### src/rtl/cell_io_pkg.sv
package cell_io_pkg;
  typedef enum logic {
    OSEL_CHAIN = 1'b0,
    OSEL_LOCAL = 1'b1
  } osel_e;
endpackage

### src/rtl/cio_in_chain.sv
module cio_in_chain #(
  parameter int CELLS = 24
) (
  input  logic             clk_i,
  input  logic             rst_ni,
  input  logic             shift_en_i,
  input  logic             sdata_i,
  output logic [CELLS-1:0] pix_o,
  output logic [CELLS-1:0] mark_o
);
  logic [CELLS-1:0] pix_q, mark_q;

  for (genvar c = 0; c < CELLS; c++) begin : g_cell
    logic pix_d;
    if (c == 0) begin : g_head
      assign pix_d = sdata_i;
    end else begin : g_body
      assign pix_d = mark_q[c-1];
    end

    always_ff @(posedge clk_i or negedge rst_ni) begin
      if (!rst_ni) begin
        pix_q[c]  <= 1'b0;
        mark_q[c] <= 1'b0;
      end else if (shift_en_i) begin
        pix_q[c]  <= pix_d;
        mark_q[c] <= pix_q[c];
      end
    end
  end

  assign pix_o  = pix_q;
  assign mark_o = mark_q;
endmodule

### src/rtl/cio_out_chain.sv
module cio_out_chain
  import cell_io_pkg::*;
#(
  parameter int CELLS = 24
) (
  input  logic             clk_i,
  input  logic             rst_ni,
  input  logic             strobe_i,
  input  osel_e            sel_i,
  input  logic [CELLS-1:0] result_i,
  output logic [CELLS-1:0] bits_o
);
  logic [CELLS-1:0] bits_q;

  for (genvar c = 0; c < CELLS; c++) begin : g_cell
    logic nbr, nxt;
    if (c == 0) begin : g_head
      assign nbr = 1'b0;
    end else begin : g_body
      assign nbr = bits_q[c-1];
    end
    assign nxt = (sel_i == OSEL_LOCAL) ? result_i[c] : nbr;

    always_ff @(posedge clk_i or negedge rst_ni) begin
      if (!rst_ni)       bits_q[c] <= 1'b0;
      else if (strobe_i) bits_q[c] <= nxt;
    end
  end

  assign bits_o = bits_q;
endmodule

### src/rtl/cio_frame_ctr.sv
module cio_frame_ctr #(
  parameter int CELLS = 24
) (
  input  logic clk_i,
  input  logic rst_ni,
  input  logic cap_i,
  input  logic shift_i,
  output logic done_o
);
  localparam int CW = $clog2(CELLS + 1);
  localparam logic [CW-1:0] IDLE = CW'(CELLS);
  localparam logic [CW-1:0] LAST = CW'(CELLS - 1);

  logic [CW-1:0] cnt_q;
  logic          done_q;

  // cnt_q saturates at IDLE: no pulse until the next capture
  always_ff @(posedge clk_i or negedge rst_ni) begin
    if (!rst_ni) begin
      cnt_q  <= IDLE;
      done_q <= 1'b0;
    end else begin
      done_q <= shift_i && !cap_i && (cnt_q == LAST);
      if (cap_i)                        cnt_q <= '0;
      else if (shift_i && cnt_q != IDLE) cnt_q <= cnt_q + 1'b1;
    end
  end

  assign done_o = done_q;
endmodule

### src/rtl/cell_io_chain.sv
module cell_io_chain
  import cell_io_pkg::*;
#(
  parameter int ROWS = 4,
  parameter int COLS = 6
) (
  input  logic                 clk_i,
  input  logic                 rst_ni,
  input  logic                 sdata_i,
  input  logic                 shift_in_i,
  output logic [ROWS*COLS-1:0] pix_plane_o,
  output logic [ROWS*COLS-1:0] mark_plane_o,
  input  logic [ROWS*COLS-1:0] result_i,
  input  logic                 cap_strobe_i,
  input  logic                 cap_sel_i,
  output logic                 sdata_o,
  output logic                 frame_done_o
);
  localparam int CELLS = ROWS * COLS;

  osel_e            osel;
  logic [CELLS-1:0] out_bits;
  logic             cap_load, cap_shift;

  assign osel      = osel_e'(cap_sel_i);
  assign cap_load  = cap_strobe_i && (osel == OSEL_LOCAL);
  assign cap_shift = cap_strobe_i && (osel == OSEL_CHAIN);

  cio_in_chain #(.CELLS(CELLS)) i_in_chain (
    .clk_i      (clk_i),
    .rst_ni     (rst_ni),
    .shift_en_i (shift_in_i),
    .sdata_i    (sdata_i),
    .pix_o      (pix_plane_o),
    .mark_o     (mark_plane_o)
  );

  cio_out_chain #(.CELLS(CELLS)) i_out_chain (
    .clk_i    (clk_i),
    .rst_ni   (rst_ni),
    .strobe_i (cap_strobe_i),
    .sel_i    (osel),
    .result_i (result_i),
    .bits_o   (out_bits)
  );

  cio_frame_ctr #(.CELLS(CELLS)) i_frame_ctr (
    .clk_i   (clk_i),
    .rst_ni  (rst_ni),
    .cap_i   (cap_load),
    .shift_i (cap_shift),
    .done_o  (frame_done_o)
  );

  assign sdata_o = out_bits[CELLS-1];
endmodule

### config.mk
export PLATFORM = sky130hd
export DESIGN_NAME = cell_io_chain
export DESIGN_NICKNAME = d
export VERILOG_FILES = /design/src/rtl/cell_io_pkg.sv /design/src/rtl/cio_in_chain.sv /design/src/rtl/cio_out_chain.sv /design/src/rtl/cio_frame_ctr.sv /design/src/rtl/cell_io_chain.sv
export SDC_FILE = /design/constraint.sdc
export NUM_CORES = 1
export LEC_CHECK = 0
export ABC_AREA = 1
export ABC_CLOCK_PERIOD_IN_PS = 1200
export BUFFER_PORTS_ARGS = -buffer_cell sky130_fd_sc_hd__buf_2
export CAP_MARGIN = 20
export CORE_MARGIN = 3
export CORE_UTILIZATION = 48
export DETAILED_ROUTE_END_ITERATION = 8
export PLACE_DENSITY_LB_ADDON = 0.3
export SLEW_MARGIN = 20
export SYNTH_ARGS = -nofsm -noshare
export SYNTH_HDL_FRONTEND = slang
export SYNTH_SLANG_ARGS = --single-unit
### constraint.sdc
create_clock -name clk_i -period 1.2 [get_ports clk_i]
set_input_delay 0.3 -clock clk_i [delete_from_list [all_inputs] [get_ports clk_i]]
set_output_delay 0.3 -clock clk_i [all_outputs]
set_load 0.01 [all_outputs]
# ---- Word level (Yosys, flattened, before mapping)
# Index checks and enable logic that the tools add are counted.
dict set report classes {
  add_sub_neg 1
  n_eq_ne 2
  mux 26
  bitwise 1
  n_reduce_logical 7
}
# cell count
set ops {}
lappend ops {{2-to-1 mux 1 bit} 24}
lappend ops {{2-to-1 mux 5 bit} 2}
lappend ops {{adder 5 x 1 -> 5 bit, second input constant} 1}
lappend ops {{equality test 5 bit, second input constant} 1}
lappend ops {{logical AND 1 bit} 5}
lappend ops {{inequality test 5 bit, second input constant} 1}
lappend ops {{nonzero test 2 bit} 1}
lappend ops {{logical NOT 1 bit} 1}
lappend ops {{NOT 1 bit} 1}
dict set report totals {
  regBits 78
  inputBits 30
  output_inout_bits 50
  word_cells 111
}

# ---- Logic depth before layout (Yosys ltp)
# Gate-level depths: netlist of run 1.
dict set report logic_depth {
  word_depth 5
  depth_mapped 7
  mapped_depth_nobuf 7
}

# ---- By module
# Synthesis of run 1 repeated with hierarchy kept, for this count alone.
dict set report hier_totals {
  cells_unflattened 497
  hier_area_um2 3911.3
}
# mod n_inst cells_per_inst area_each_um2 seq_area_each_um2
set modules_own_cells {}
lappend modules_own_cells {cio_in_chain 1 226 1975.6 1201.2}
lappend modules_own_cells {cio_out_chain 1 222 1536.5 600.6}
lappend modules_own_cells {cio_frame_ctr 1 45 381.6 152.6}
lappend modules_own_cells {cell_io_chain 1 4 17.5 0.0}

# ---- Worst setup path before layout of run 1
# No wires, ideal clock.
dict set report synth_timing {
  kind {register -> register}
  startpoint {reg i_frame_ctr.cnt_q[0]}
  endpoint {reg i_frame_ctr.cnt_q[3]}
  setup_time_ps 61
  t_arrival_ps 1061
  t_required_ps 1139
  slack_ps 78
  path_stages_with_launch 7
  n_path_buf 0
  period_less_slack_ps 1122
  path_cell_list {dfrtp_1 -> inv_1 -> ha_1 -> nand2_1 -> o21ai_1 -> nand3_1 -> nand2_1}
}
dict set report synth_via {
  elab_chain_len 3
  elab_cells_between_ends 6
  classes_between {1 x add/sub; 1 x eq/ne; 2 x mux; 2 x reduce/logical}
}
# element line_no
set synth_lines {}
lappend synth_lines {{start: declaration} cio_frame_ctr.sv:14} ;# logic [CW-1:0] cnt_q;
lappend synth_lines {{start signal: assignment} cio_frame_ctr.sv:25} ;# else if (shift_i && cnt_q != IDLE) cnt_q <= cnt_q + 1'b1;
lappend synth_lines {{adder 5 x 1 -> 5 bit or inequality test 5 bit (tied branches)} cio_frame_ctr.sv:25}
lappend synth_lines {{2-to-1 mux 5 bit or logical AND 1 bit (tied branches)} cio_frame_ctr.sv:25}
lappend synth_lines {{2-to-1 mux 5 bit or nonzero test 2 bit (tied branches)} n/a}
# Parallel ways exist; a longest one is shown, timed or not. The select of a mux whose other input is x is not followed.
# A chain may end at the register's enable or synchronous reset.

# ---- Worst setup path after layout of run 1
dict set report layout_timing {
  startpoint {reg i_in_chain.mark_q[18] (netlist: i_in_chain.g_cell[19].pix_d)}
  endpoint {out mark_plane_o[18]}
}
# element line_no
set layout_lines {}
lappend layout_lines {{start: declaration} cio_in_chain.sv:11} ;# logic [CELLS-1:0] pix_q, mark_q;
lappend layout_lines {{start signal: indexed assignment} cio_in_chain.sv:27} ;# mark_q[c] <= pix_q[c];
lappend layout_lines {{end: declaration} cell_io_chain.sv:12} ;# output logic [ROWS*COLS-1:0] mark_plane_o,
# No word-level cell between the ends.

==> run summary, run 1 <==
SETUP PATH
--------------------------------------------------------------------------------------
Worst reg2reg startpoint ................................................ i_frame_ctr.cnt_q[1]
Signal arrival time at the worst endpoint ...............................      0.90 ns
Worst path slowest cell ................................................. sky130_fd_sc_hd__dfrtp_1
Setup CP Type ...........................................................      reg2out
Required @ worst endpoint ...............................................      0.90 ns
Critical path launch point type .........................................     register
Largest stage delay, worst path .........................................      0.41 ns
R2R Path End ............................................................ i_frame_ctr.cnt_q[4]
Number of cells on the worst reg-to-reg path ............................            7
Register-to-register setup slack ........................................      0.01 ns
Number of buffer and inverter stages on the critical path ...............            1
Endpoint type of the worst setup path ...................................  output port
Crit path cell chain ....................................................        buf_2
Maximum fanout along the worst path .....................................            3
Crit path max-delay family ..............................................   flip-flops

TIMING
--------------------------------------------------------------------------------------
Maximum clock frequency .................................................      834 MHz
Setup repair after global routing missed its margin .....................         true
Final number of max-transition violations ...............................            0
Final Hold Viols ........................................................            0
Tightest Pin Transition .................................................     0.268 ns
Smallest setup slack after layout .......................................   0.00145 ns
Worst slew margin .......................................................        82.1%
Setup clock skew after layout ...........................................   0.00756 ns
Ratio of final minimum period to clock period ...........................        99.9%
Minimum clock period ....................................................      1.20 ns
Setup violators final ...................................................            0

CLOCK TREE
--------------------------------------------------------------------------------------
Worst-skew pair later-pin latency .......................................      0.34 ns
Sinks on the clock net ..................................................           78
Clock root buffer ....................................................... sky130_fd_sc_hd__clkbuf_8
CTS H-tree lvls .........................................................            3
Max clock buf depth .....................................................            2
CTS Buf Count ...........................................................            9
Clock slew at the register clock pins of the worst setup and hold paths .      0.08 ns
Clock tree from TritonCTS ...............................................          yes

GLOBAL ROUTING
--------------------------------------------------------------------------------------
Largest net degree at the start of global routing .......................           72
Initial antenna violation count .........................................            0
Vias in the first global route ..........................................         2481
Global-route wire length before repair ..................................     11100 um
Total grt overflow ......................................................            0
GR Util All Layers ......................................................        18.0%

SYNTH
--------------------------------------------------------------------------------------
Syn nets ................................................................          402
Post-synthesis cell area ................................................ 0.00336 sq mm
Most area-hungry cell type in the Yosys netlist ......................... sky130_fd_sc_hd__dfrtp_1
Post-Synthesis Cells ....................................................          370
Share of Yosys cell area claimed by the top area cell type ..............        56.6%
Sequential area share after synthesis ...................................        58.2%
Number of library cell types mapped by synthesis ........................           20
Cells taking the most area after synthesis .............................. sky130_fd_sc_hd__dfrtp_1, sky130_fd_sc_hd__nand2_1, sky130_fd_sc_hd__nand3_1, sky130_fd_sc_hd__buf_4, sky130_fd_sc_hd__inv_1
Synthesized area divided by synthesized cell count ......................   9.08 sq um
Warning count from the yosys run ........................................            0
Flip-flop and latch count after synthesis ...............................           78

WORST HOLD PATH
--------------------------------------------------------------------------------------
Cell depth of the worst hold path .......................................            3
Worst hold path startpoint ..............................................      sdata_i
End point of the most critical hold path ................................ i_in_chain.pix_o[0]
Path type of the worst min-delay path ...................................       in2reg

LAYOUT
--------------------------------------------------------------------------------------
ANT cells ...............................................................            0
# nets final ............................................................          489
Filler Cells Inserted ...................................................          554
Commonest non-fill, non-tap cell in the layout .......................... sky130_fd_sc_hd__dfrtp_1
Synth-to-Final Area Change ..............................................        27.1%
Area of combinational cells with multiple inputs ........................ 0.00105 sq mm
Fraction of layout cells with a size suffix above 1 .....................        32.7%
Post-route cell area .................................................... 0.00427 sq mm
Leading cell types in the layout, fill and taps excluded ................ sky130_fd_sc_hd__dfrtp_1, sky130_fd_sc_hd__buf_2, sky130_fd_sc_hd__nand2_1, sky130_fd_sc_hd__nand3_1, sky130_fd_sc_hd__buf_4
Reg area ................................................................ 0.00196 sq mm

FLOORPLANNING
--------------------------------------------------------------------------------------
Die Footprint ........................................................... 0.00804 sq mm
Number of top-level pins ................................................           80
Die Width ...............................................................      89.7 um
Core region area ........................................................ 0.00657 sq mm
Starting utilization of the core area ...................................        51.2%
Number of rows in the core area .........................................           29
Die extent in y .........................................................      89.7 um

STATUS
--------------------------------------------------------------------------------------
Run status ..............................................................    completed

ROUTE
--------------------------------------------------------------------------------------
Number of routed nets with antenna violations ...........................            0
Vias after detailed routing .............................................         2672
Drt wl/cell .............................................................      12.5 um
Iteration-0 DRC Markers .................................................           69
Residual DRC count ......................................................            0
Total wire length .......................................................      6940 um
Length of the first detailed-routing pass in iterations .................            4
Detailed-route vias per instance ........................................         4.81

PLACE
--------------------------------------------------------------------------------------
IO buf count ............................................................           79
Sum of net half-perimeters after detailed placement .....................      4680 um
Weighted congestion at the end of routability-driven global placement ...        0.825
Place WS ................................................................   -0.0988 ns
Instance area after placement ........................................... 0.00375 sq mm

RUN
--------------------------------------------------------------------------------------
Max-cap violations ......................................................            0

POWER
--------------------------------------------------------------------------------------
Max IR drop VDD .........................................................   0.000632 V
Power Density ........................................................... 1540 mW/mm^2
Lkg Pwr .................................................................   0.00213 uW

==> synthesized netlist by cell type (all sizes together) <==
cell / n
nand4: 1
dfrtp: 76
nor4: 1
nand2: 71
ha: 2
nor2: 27
clkbuf: 8
o21ai: 28
dfstp: 2
inv: 38
buf: 36
xnor2: 1
nand3: 44
o211ai: 11
a21oi: 24
==> worst max path at each step <==
stage	startpoint	to	slack, ns	cells past startpoint
after CTS	i_in_chain.g_cell[19].pix_d	mark_plane_o[18]	-0.03	1
after global routing	i_frame_ctr.cnt_q[1]	i_frame_ctr.cnt_q[4]	-0.05	7
after global placement	i_frame_ctr.cnt_q[1]	i_frame_ctr.cnt_q[3]	-0.0008	6
after floorplan	i_frame_ctr.cnt_q[0]	i_frame_ctr.cnt_q[3]	0.08	6
after detailed placement	i_frame_ctr.cnt_q[1]	i_frame_ctr.cnt_q[4]	-0.1	6
final	i_in_chain.g_cell[19].pix_d	mark_plane_o[18]	0.001	1
==> layer usage <==
layer  vias to the layer above  GRT usage (%)  part of all wire (%)
met5                         -              0                     0
li1                       1340              -                     -
met4                         0           8.12                   1.8
met3                         9           3.47                   5.8
met1                      1242           23.8                    47
met2                        81           28.7                    46
==> stage by stage <==
step	total power [uW]	setup TNS [ns]	hold WS [ns]	instances	utilization (%)
after floorplan	3980	0	0.00441	370	-
after global placement	4310	-0.000826	0.197	511	57.2
after detailed placement	4360	-0.337	0.197	511	57.2
after CTS	6490	-0.0459	0.165	546	62.5
after global routing	6970	-0.686	0.206	555	65.0
final	6570	0	0.176	555	65.0
==> cell type report <==
| type | instances | area share (%) |
|---|---|---|
| Clock buffer | 11 | 3.31 |
| Inverter | 38 | 3.34 |
| Clock inverter | 5 | 1.38 |
| Timing Repair Buffer | 120 | 18.9 |
| Multi-Input combinational cell | 210 | 24.6 |
| Tap cell | 93 | 2.72 |
| Sequential cell | 78 | 45.8 |
==> registers in the layout (all words and copies together) (netlist names) <==
register	count
i_in_chain.pix_o	24
i_in_chain.g_cell.pix_d	23
i_out_chain.g_cell.nbr	23
i_frame_ctr.cnt_q	5
i_frame_ctr.done_o	1
i_in_chain.mark_o	1
i_out_chain.bits_o	1
==> cells by family after synthesis <==
kind of cell,share of synthesized area [%]
AND/OR/NAND/NOR,18.4
buffers and inverters,12.2
flip-flops,58.2
AO/OA/AOI/OAI,10.2
adder cells (fa/ha/maj),0.744
XOR/XNOR,0.261
==> power breakdown <==
| group | switching [uW] | total [uW] | leakage (uW) | internal, uW |
|---|---|---|---|---|
| combinational | 728 | 1400 | 0.00111 | 673 |
| clock | 959 | 1980 | 0.0000955 | 1020 |
| sequential | 211 | 3190 | 0.000933 | 2980 |
==> timing repair <==
| action | in CTS | in global routing |
|---|---|---|
| setup endpoints to repair | 24 | 43 |
| endpoints found under the hold margin | 15 | 0 |
| hold buffers | 1 | 0 |
| gates resized for setup | 2 | 21 |
| setup buffers | 18 | 9 |
| pin swaps | 0 | 6 |
Power figures use the tool's default switching activity.
==> run 2, diff against run 1 <==
Settings changed: CELL_PAD_IN_SITES_DETAIL_PLACEMENT set to 0, CELL_PAD_IN_SITES_GLOBAL_PLACEMENT set to 1, CORE_UTILIZATION 48 to 36.
==> run 2 against run 1 <==
Compared with the run above:
- hold slack better by 0.0030 ns
- critical path depth stayed put
- sequential cell count unchanged
- utilization decreased by 17 points
- non-clock buffer count is 10 higher
- global-route usage is 3.5 points lower
- fmax grew 0.81%
- first-iteration DRC count rose by 8.7%
- critical path type unchanged
==> run summary, run 2 (synthesized netlist as in run 1, its figures left out) <==
SETUP PATH
--------------------------------------------------------------------------------------
Largest stage delay, worst path .........................................      0.42 ns   about the same
Crit path cell chain ....................................................        buf_6
Required @ worst endpoint ...............................................      0.90 ns   about the same
Worst path slowest cell ................................................. sky130_fd_sc_hd__dfrtp_1
Signal arrival time at the worst endpoint ...............................      0.89 ns   about the same
Number of buffer and inverter stages on the critical path ...............            1   unchanged
Endpoint type of the worst setup path ...................................  output port
Critical path launch point type .........................................     register
Setup CP Type ...........................................................      reg2out
Crit path max-delay family ..............................................   flip-flops
Maximum fanout along the worst path .....................................            2   -1

TIMING
--------------------------------------------------------------------------------------
Worst slew margin .......................................................        78.3%   -3.8 points
Setup clock skew after layout ...........................................    0.0104 ns   +0.00279 ns
Final Hold Viols ........................................................            0   unchanged
Setup repair after global routing missed its margin .....................         true
Maximum clock frequency .................................................      841 MHz   +0.81%
TNS Setup ...............................................................         0 ns   unchanged
Smallest setup slack after layout .......................................    0.0111 ns   +0.00969 ns
Minimum clock period ....................................................      1.19 ns   -0.00969 ns
Final number of max-transition violations ...............................            0   unchanged
Ratio of final minimum period to clock period ...........................        99.1%   -0.81 points
Smallest hold slack .....................................................     0.179 ns   +0.00305 ns
Tightest Pin Transition .................................................     0.325 ns   +0.0568 ns
Setup violators final ...................................................            0   unchanged

GLOBAL ROUTING
--------------------------------------------------------------------------------------
Largest net degree at the start of global routing .......................           52   -28%
Initial antenna violation count .........................................            0   unchanged
Global-route wire length before repair ..................................     12000 um   +8.1%
GR Util All Layers ......................................................        14.4%   -3.5 points
Total grt overflow ......................................................            0   unchanged
Vias in the first global route ..........................................         2607   +5.1%

CLOCK TREE
--------------------------------------------------------------------------------------
Max clock buf depth .....................................................            2   unchanged
Sinks on the clock net ..................................................           78   unchanged
Clock tree from TritonCTS ...............................................          yes
Clock root buffer ....................................................... sky130_fd_sc_hd__clkbuf_8
Clock slew at the register clock pins of the worst setup and hold paths .      0.08 ns   about the same
Worst-skew pair later-pin latency .......................................      0.34 ns   about the same
CTS H-tree lvls .........................................................            3   unchanged
CTS Buf Count ...........................................................            9   unchanged

ROUTE
--------------------------------------------------------------------------------------
Amount of wire on met2 after detailed routing ...........................      3390 um   +6.6%
Vias after detailed routing .............................................         2711   +1.5%
Residual DRC count ......................................................            0   unchanged
Metal1 wirelength .......................................................      3390 um   +4.7%
Length of the first detailed-routing pass in iterations .................            4   unchanged
Number of routed nets with antenna violations ...........................            0   unchanged
Iteration-0 DRC Markers .................................................           75   +8.7%
Total wire length .......................................................      7260 um   +4.6%
Drt wl/cell .............................................................      12.5 um   +0.29%
Detailed-routed wire length on met3 .....................................       414 um   +2.5%
Detailed-route vias per instance ........................................         4.68   -2.7%
Highest routed metal layer ..............................................         met4

LAYOUT
--------------------------------------------------------------------------------------
Leading cell types in the layout, fill and taps excluded ................ sky130_fd_sc_hd__dfrtp_1, sky130_fd_sc_hd__nand2_1, sky130_fd_sc_hd__buf_2, sky130_fd_sc_hd__buf_4, sky130_fd_sc_hd__nand3_1
ANT cells ...............................................................            0   unchanged
# nets final ............................................................          499   +2.0%
Number of flip-flops under the largest register name ....................           24   unchanged
Commonest non-fill, non-tap cell in the layout .......................... sky130_fd_sc_hd__dfrtp_1
Fraction of layout cells with a size suffix above 1 .....................        33.1%   +0.44 points
Synth-to-Final Area Change ..............................................        28.4%

STATUS
--------------------------------------------------------------------------------------
Run status ..............................................................    completed

FLOORPLANNING
--------------------------------------------------------------------------------------
Number of rows in the core area .........................................           34   +17%
Starting utilization of the core area ...................................        37.8%   -13 points
Core region area ........................................................ 0.00889 sq mm   +35%
Number of top-level pins ................................................           80   unchanged
Die extent in y .........................................................       103 um   +14%
Die Footprint ........................................................... 0.0105 sq mm   +31%
Die Width ...............................................................       103 um   +14%

WORST HOLD PATH
--------------------------------------------------------------------------------------
Path type of the worst min-delay path ...................................       in2reg

RUN
--------------------------------------------------------------------------------------
Max-cap violations ......................................................            0   unchanged

POWER
--------------------------------------------------------------------------------------
Power Density ........................................................... 1470 mW/mm^2   -4.8%
Lkg Pwr .................................................................   0.00218 uW   +2.1%
Max IR drop VDD .........................................................   0.000604 V   -4.3%

PLACE
--------------------------------------------------------------------------------------
Sum of net half-perimeters after detailed placement .....................      4880 um   +4.5%
Place WS ................................................................   -0.0441 ns   +0.0547 ns
Weighted congestion at the end of routability-driven global placement ...        0.809   -2.0%
IO buf count ............................................................           79   unchanged

[run 2: changes by cell type in the layout (fill, tap and decap cells not counted), moves of 2 or more]
cell / previous run / this run
sky130_fd_sc_hd__buf_4: 36 / 46
sky130_fd_sc_hd__clkinvlp_4: 2 / 0
sky130_fd_sc_hd__ha_2: 0 / 2
sky130_fd_sc_hd__ha_4: 2 / 0
sky130_fd_sc_hd__inv_1: 33 / 35
sky130_fd_sc_hd__inv_2: 5 / 3
[run 2: final timing paths]
check	start	to	slack, ns	cells past startpoint
max in group asynchronous	rst_ni	i_in_chain.g_cell[4].pix_d	0.32	3
worst min-delay path	sdata_i	i_in_chain.pix_o[0]	0.18	3
min in group asynchronous	rst_ni	i_in_chain.pix_o[17]	0.40	2
worst min register to register	i_out_chain.g_cell[6].nbr	i_out_chain.g_cell[7].nbr	0.49	2
worst max-delay path	i_in_chain.g_cell[23].pix_d	mark_plane_o[22]	0.01	1
worst max register to register	i_frame_ctr.cnt_q[1]	i_frame_ctr.cnt_q[3]	0.03	7
[run 2: power by group]
group          switching, uW  internal, uW  leakage, uW
Sequential               202          2980     0.000934
Clock                    940           748    0.0000865
Combinational            732           719      0.00116
[run 2: worst reg2reg max path, cell delays in order (launching register included)]
cell and delay, ns:
sky130_fd_sc_hd__dfrtp_1 0.41, sky130_fd_sc_hd__inv_1 0.06, sky130_fd_sc_hd__ha_2 0.17, sky130_fd_sc_hd__nand2_2 0.09, sky130_fd_sc_hd__nor2_2 0.04, sky130_fd_sc_hd__nor2_2 0.18, sky130_fd_sc_hd__nand3_1 0.10, sky130_fd_sc_hd__nand2_1 0.07
[run 2: metal layers]
layer	vias up	track usage, %
met5	-	0
met4	0	4.04
met3	5	4.53
met2	78	22.5
met1	1266	19.5
li1	1362	-
[run 2: cell type report]
class / instances / area (sq um)
fillers: 871 / 4580
repair buffers: 130 / 896
inverters: 38 / 143
clock inverters: 5 / 36.3
flip-flops and latches: 78 / 1950
clock buffers: 10 / 128
well taps: 108 / 135
multi-input cells: 210 / 1020
[run 2: through the flow]
step                      utilization (%)  std cells  total power, uW  instance area (sq um)
final                                48.5        579             6320                   4310
after global routing                 48.5        579             6760                   4310
after CTS                            46.4        564             6270                   4130
after detailed placement             42.5        525             4370                   3780
after global placement               42.5        525             4330                   3780
after floorplan                         -        370             3980                   3360
[run 2: timing repair]
action / in CTS / in global routing
hold buffers: 1 / 0
pin swaps: 0 / 6
buffers inserted: 23 / 15
setup endpoints to repair: 34 / 51
hold endpoints to repair: 17 / 0
gates resized for setup: 1 / 15
